## src/rtl/ssr_pkg.sv

```systemverilog
package ssr_pkg;
  localparam int CHAR_LO_W = 8;
  localparam int CHAR_W    = CHAR_LO_W + 1;

  typedef struct packed {
    logic                 ninth;
    logic [CHAR_LO_W-1:0] low;
  } ssr_char_t;
endpackage

```

## src/rtl/ssr_sync.sv

```systemverilog
module ssr_sync #(
  parameter int STAGES = 2
) (
  input  logic clk,
  input  logic rst,
  input  logic lnk_clk,
  input  logic lnk_dat,
  output logic fall,
  output logic dat_s
);
  logic [STAGES:0]   clk_chain;
  logic [STAGES-1:0] dat_chain;

  generate
    for (genvar g = 0; g < STAGES; g++) begin : g_stage
      always_ff @(posedge clk) begin
        if (rst) begin
          clk_chain[g] <= 1'b1;
          dat_chain[g] <= 1'b0;
        end else if (g == 0) begin
          clk_chain[g] <= lnk_clk;
          dat_chain[g] <= lnk_dat;
        end else begin
          clk_chain[g] <= clk_chain[g-1];
          dat_chain[g] <= dat_chain[g-1];
        end
      end
    end
  endgenerate

  always_ff @(posedge clk) begin
    if (rst) clk_chain[STAGES] <= 1'b1;
    else     clk_chain[STAGES] <= clk_chain[STAGES-1];
  end

  assign fall  = clk_chain[STAGES] & ~clk_chain[STAGES-1];
  assign dat_s = dat_chain[STAGES-1];
endmodule

```

## src/rtl/ssr_shifter.sv

```systemverilog
module ssr_shifter
  import ssr_pkg::*;
(
  input  logic      clk,
  input  logic      rst,
  input  logic      clr,
  input  logic      sample,
  input  logic      bit_in,
  input  logic      nine_bit,
  output logic      done,
  output ssr_char_t char_out
);
  localparam int CNT_W = $clog2(CHAR_W);

  logic [CHAR_W-1:0] asm_q;
  logic [CHAR_W-1:0] asm_nx;
  logic [CNT_W-1:0]  cnt_q;
  logic [CNT_W-1:0]  last_idx;

  assign last_idx = nine_bit ? CNT_W'(CHAR_W - 1) : CNT_W'(CHAR_LO_W - 1);

  always_comb begin
    asm_nx        = asm_q;
    asm_nx[cnt_q] = bit_in;
    if (!nine_bit) asm_nx[CHAR_W-1] = 1'b0;
  end

  always_ff @(posedge clk) begin
    if (rst || clr) begin
      asm_q    <= '0;
      cnt_q    <= '0;
      done     <= 1'b0;
      char_out <= '0;
    end else begin
      done <= 1'b0;
      if (sample) begin
        if (cnt_q == last_idx) begin
          char_out <= ssr_char_t'(asm_nx);
          done     <= 1'b1;
          cnt_q    <= '0;
          asm_q    <= '0;
        end else begin
          asm_q <= asm_nx;
          cnt_q <= cnt_q + 1'b1;
        end
      end
    end
  end
endmodule

```

## src/rtl/ssr_fifo.sv

```systemverilog
module ssr_fifo
  import ssr_pkg::*;
#(
  parameter int DEPTH = 2
) (
  input  logic      clk,
  input  logic      rst,
  input  logic      push,
  input  ssr_char_t wdata,
  input  logic      pop,
  output ssr_char_t rdata,
  output logic      empty,
  output logic      full
);
  localparam int PTR_W = (DEPTH > 1) ? $clog2(DEPTH) : 1;
  localparam int CNT_W = $clog2(DEPTH + 1);

  ssr_char_t        mem [DEPTH];
  logic [PTR_W-1:0] wr_ptr, rd_ptr;
  logic [CNT_W-1:0] count;

  function automatic logic [PTR_W-1:0] step(input logic [PTR_W-1:0] p);
    return (p == PTR_W'(DEPTH - 1)) ? '0 : p + 1'b1;
  endfunction

  always_ff @(posedge clk) begin
    if (push) mem[wr_ptr] <= wdata;
  end

  always_ff @(posedge clk) begin
    if (rst) begin
      wr_ptr <= '0;
      rd_ptr <= '0;
      count  <= '0;
    end else begin
      if (push) wr_ptr <= step(wr_ptr);
      if (pop)  rd_ptr <= step(rd_ptr);
      if (push && !pop)      count <= count + 1'b1;
      else if (pop && !push) count <= count - 1'b1;
    end
  end

  assign rdata = mem[rd_ptr];
  assign empty = (count == '0);
  assign full  = (count == CNT_W'(DEPTH));
endmodule

```

## src/rtl/ssr_slave_rx.sv

```systemverilog
module ssr_slave_rx
  import ssr_pkg::*;
#(
  parameter int FIFO_DEPTH  = 2,
  parameter int SYNC_STAGES = 2
) (
  input  logic                 clk,
  input  logic                 rst,
  input  logic                 port_en,
  input  logic                 sync_mode,
  input  logic                 clk_master,
  input  logic                 rx_en,
  input  logic                 single_rx,
  input  logic                 nine_bit,
  input  logic                 rx_ie,
  input  logic                 ser_clk,
  input  logic                 ser_dat,
  input  logic                 rd_pop,
  output logic [CHAR_LO_W-1:0] rd_data,
  output logic                 rd_bit9,
  output logic                 rx_ready,
  output logic                 overrun,
  output logic                 irq
);
  logic      blk_rst;
  logic      run;
  logic      fall, dat_s;
  logic      done;
  ssr_char_t new_char, head;
  logic      q_empty, q_full;
  logic      push, pop;

  assign blk_rst = rst | ~port_en;
  assign run     = port_en & sync_mode & ~clk_master & rx_en;

  ssr_sync #(.STAGES(SYNC_STAGES)) sync_i (
    .clk(clk), .rst(blk_rst), .lnk_clk(ser_clk), .lnk_dat(ser_dat),
    .fall(fall), .dat_s(dat_s)
  );

  ssr_shifter shift_i (
    .clk(clk), .rst(blk_rst), .clr(~run), .sample(fall), .bit_in(dat_s),
    .nine_bit(nine_bit), .done(done), .char_out(new_char)
  );

  assign push = done & run & ~overrun & ~q_full;
  assign pop  = rd_pop & ~q_empty;

  ssr_fifo #(.DEPTH(FIFO_DEPTH)) fifo_i (
    .clk(clk), .rst(blk_rst), .push(push), .wdata(new_char), .pop(pop),
    .rdata(head), .empty(q_empty), .full(q_full)
  );

  always_ff @(posedge clk) begin
    if (blk_rst || !rx_en)             overrun <= 1'b0;
    else if (done && run && q_full)    overrun <= 1'b1;
  end

  assign rd_data  = head.low;
  assign rd_bit9  = head.ninth;
  assign rx_ready = ~q_empty;
  assign irq      = rx_ie & ~q_empty;
endmodule

```

## config.mk

```make
export PLATFORM = sky130hd
export DESIGN_NAME = ssr_slave_rx
export DESIGN_NICKNAME = d
export VERILOG_FILES = /design/src/rtl/ssr_pkg.sv /design/src/rtl/ssr_sync.sv /design/src/rtl/ssr_shifter.sv /design/src/rtl/ssr_fifo.sv /design/src/rtl/ssr_slave_rx.sv
export SDC_FILE = /design/constraint.sdc
export NUM_CORES = 1
export LEC_CHECK = 0
export CAP_MARGIN = 20
export CORE_ASPECT_RATIO = 1.2
export CORE_UTILIZATION = 50
export CTS_CLUSTER_DIAMETER = 200
export DETAILED_ROUTE_END_ITERATION = 10
export PLACE_DENSITY = 0.75
export SLEW_MARGIN = 40
export SYNTH_ARGS = -nofsm -noshare
export SYNTH_HDL_FRONTEND = slang
export SYNTH_HIERARCHICAL = 1
export SYNTH_SLANG_ARGS = --single-unit
```

## constraint.sdc

```tcl
create_clock -name clk -period 1.96 [get_ports clk]
set_input_delay 0.392 -clock clk [delete_from_list [all_inputs] [get_ports clk]]
set_output_delay 0.392 -clock clk [all_outputs]
set_load 0.02 [all_outputs]
```

==> results_dict.tcl <==
set metrics [dict create \
    status "complete, no violations" \
    syn-instance-count 185 \
    netlist.area_leader.share 0.307 \
    dpl.hpwl_um 2870 \
    synthFlopType "dfxtp_1" \
    synth.area.top_cells "dfxtp_1 31%, edfxtp_1 24%, mux2_2 8.1%" \
    synth_compound_area_frac 0.0683 \
    slew_headroom 0.700 \
    avgSynthCellArea_um2 12.0 \
    synth-xor-area-share 0.0237 \
    nNetsFinal 238 \
    synth_edf_count 18 \
    clk_pin_slew_ns 0.09 \
    dieWidth_um 62.8 \
    syn_to_final_growth_pct 22.3 \
    cts_inserted_buffers 5 \
    core_um2 4260 \
    leakage_nw 0.996 \
    setup_viol 0 \
    hold_class "reg -> reg" \
    p_int_mw 1.52 \
    crit_arrival_ns 1.47 \
    drt-wirelength-per-cell_um 13.8 \
    combPwrFrac 0.026 \
    postRouteAntennaNets 0 \
    cts_tree "done" \
    synth_top_family_by_area "simple AND/OR/NAND/NOR gates" \
    cts.path.max_buffers 2 \
    pwr-share-clk 0.381 \
    route.detailed.drc 0 \
    cts_root_buffer "clkbuf_8" \
    post-cts-setup-buffers 0 \
    dieHeight_um 74.9 \
    async_flop_share 0 \
    timing_hold_violations_final 0 \
    yosysSeqAreaShare 0.551 \
    cts_max_level 2 \
    wirelength_um 3840 \
    rsz0062_at_grt "false" \
    fmax_ghz 0.536 \
    io_buffers 22 \
    gr-total-overflow 0 \
    ys_ff_latch 52 \
    cts_sinks 52 \
    antenna_found_initial 0 \
    maxCapViolations 0 \
    fp.dieArea_um2 4710 \
    synthMuxAreaShare 0.131 \
    clock_latency_ns 0.30 \
    antennaDiodeCount 0 \
    yosysWarnings 6 \
    p_total_mw 1.87 \
    gp_congestion 0.795 \
    syn_area_um2 2220 \
    grt_use_total 0.173 \
    grt_pass1_vias 1392 \
    switchingPower_mw 0.353 \
    power_density_nw_per_um2 689 \
    min_period_over_period 0.951 \
    pin_count 24 \
    startpoint_type "flop" \
    synth_simple_gate_area_frac 0.169 \
    drive_above_1_share 0.225 \
    drt_iter0_markers 51 \
    p_sw_frac 0.189 \
    synth.largest_area_cell "dfxtp_1" \
    tightest_slew_ns 0.449 \
    min_period_ns 1.86 \
    vdd_drop_max_v 0.000308 \
    fp-row-count 26 \
    holdWs_ns 0.420 \
    vias_per_cell 5.33 \
    p_seq_frac 0.593 \
    cp.required_ns 1.57 \
    grt_first_pass_wirelength_um 6220 \
    drtPass1Iterations 4 \
    crit_path_end_kind "output port" \
    vias 1483 \
    maxSlewViolCount 0 \
    fin_worst_skew_ns 0.00617 \
    critPathMaxFanout 4 \
    yosys.area_share.adder 0.0282 \
    start_util 0.520 \
    worst-setup-path-type "reg -> out" \
    syn_nets 202 \
    grt_max_degree 17 \
    yosysUniqueCellTypes 40 \
]
## sequential cells by signal, indices dropped and copies added, names as in the netlist, named ones only
signal / count
fifo_i/count: 2
fifo_i/mem: 18
fifo_i/rd_ptr: 1
fifo_i/wr_ptr: 1
overrun: 1
shift_i/asm_q: 9
shift_i/char_out: 9
shift_i/cnt_q: 4
shift_i/done: 1
sync_i/clk_chain: 3
sync_i/dat_chain: 1
sync_i/dat_s: 1
## area by class of cell
type / instances / area (um^2)
flip-flops and latches: 52 / 1220
clock buffers: 5 / 68.8
fillers: 340 / 1550
well taps: 56 / 70.1
repair buffers: 37 / 345
inverters: 6 / 22.5
multi-input cells: 119 / 937
clock inverters: 3 / 42.5
## power groups by stage
stage               Combinational, mW  Sequential (mW)  Clock (mW)
detailed placement             0.0483             1.14           0
global placement               0.0463             1.13           0
global route                   0.0527             1.11       0.760
floorplan                      0.0150             1.13           0
finish                         0.0489             1.11       0.712
CTS                            0.0485             1.11       0.728
## placed cells by master (no fill, tap or decap), drive strengths merged, types with 2 or more instances in the layout
cell,Yosys,layout
dlygate4sd2,0,10
buf,3,15
dfxtp,34,34
nand4b,5,5
mux2i,11,11
or2,4,4
xor2,4,4
nand2,3,3
a22oi,9,9
nand2b,2,2
inv,6,6
nor3b,4,4
nand3b,5,5
nor2,26,26
edfxtp,18,18
xnor2,2,2
clkbuf,5,5
and2,2,2
ha,5,5
nor2b,6,6
nor3,2,2
mux2,16,16
clkdlybuf4s50,0,12
## final timing paths
path	startpoint	endpoint	slack, ns	depth (start not counted)
setup / recovery	fifo_i/count[0]	rx_ready	0.1	3
hold / removal	sync_i/clk_chain[0]	sync_i/clk_chain[1]	0.42	1
setup reg to reg	fifo_i/count[0]	fifo_i/count[1]	0.15	5
hold reg to reg	sync_i/clk_chain[0]	sync_i/clk_chain[1]	0.42	1
## critical path: stages (launching register included)
cell and delay [ns]:
dfxtp_1 0.41, nor2_1 0.10, inv_1 0.06, clkdlybuf4s50_1 0.60
## through the flow
step                       util  std cells  setup slack (ns)  cell area, um^2  TNS [ns]
after floorplan               -        185           0.00746             2220         0
after global placement    0.611        270            -0.211             2600     -4.25
after detailed placement  0.611        270            -0.256             2600     -5.29
after CTS                 0.635        278            0.0394             2710         0
after global routing      0.636        278            0.0301             2710         0
final                     0.636        278            0.0954             2710         0
## cells in the mapped netlist (2+ instances only)
cell	instances
a22oi_1	9
clkbuf_1	5
dfxtp_1	34
edfxtp_1	18
ha_1	5
inv_1	6
mux2_2	16
mux2i_1	11
nand2_1	3
nand2b_1	2
nand3b_1	5
nand4b_1	4
nor2_1	25
nor2b_1	6
nor3_1	2
nor3b_1	4
or2_1	3
xnor2_1	2
xor2_1	4
## cell families after synthesis
family          count (synthesis)
compound gates                 16
mux                            27
xor+xnor                        6
fa+ha+maj                       5
simple gates                   65
buf+inv                        14
flops                          52
## routing by layer
layer | up-vias | part of all wire | global-route usage
li1 | 728 | - | -
met1 | 723 | 0.43 | 0.192
met2 | 27 | 0.53 | 0.321
met3 | 5 | 0.025 | 0.0364
met4 | 0 | 0.016 | 0.0853
met5 | - | 0 | 0
## timing repair
action	CTS	global route
hold buffers	0	0
pin swaps	0	0
resized for setup	12	1
setup endpoints to repair	10	10
endpoints found under the hold margin	0	0
Note: power is estimated with default switching activity, not from simulation.
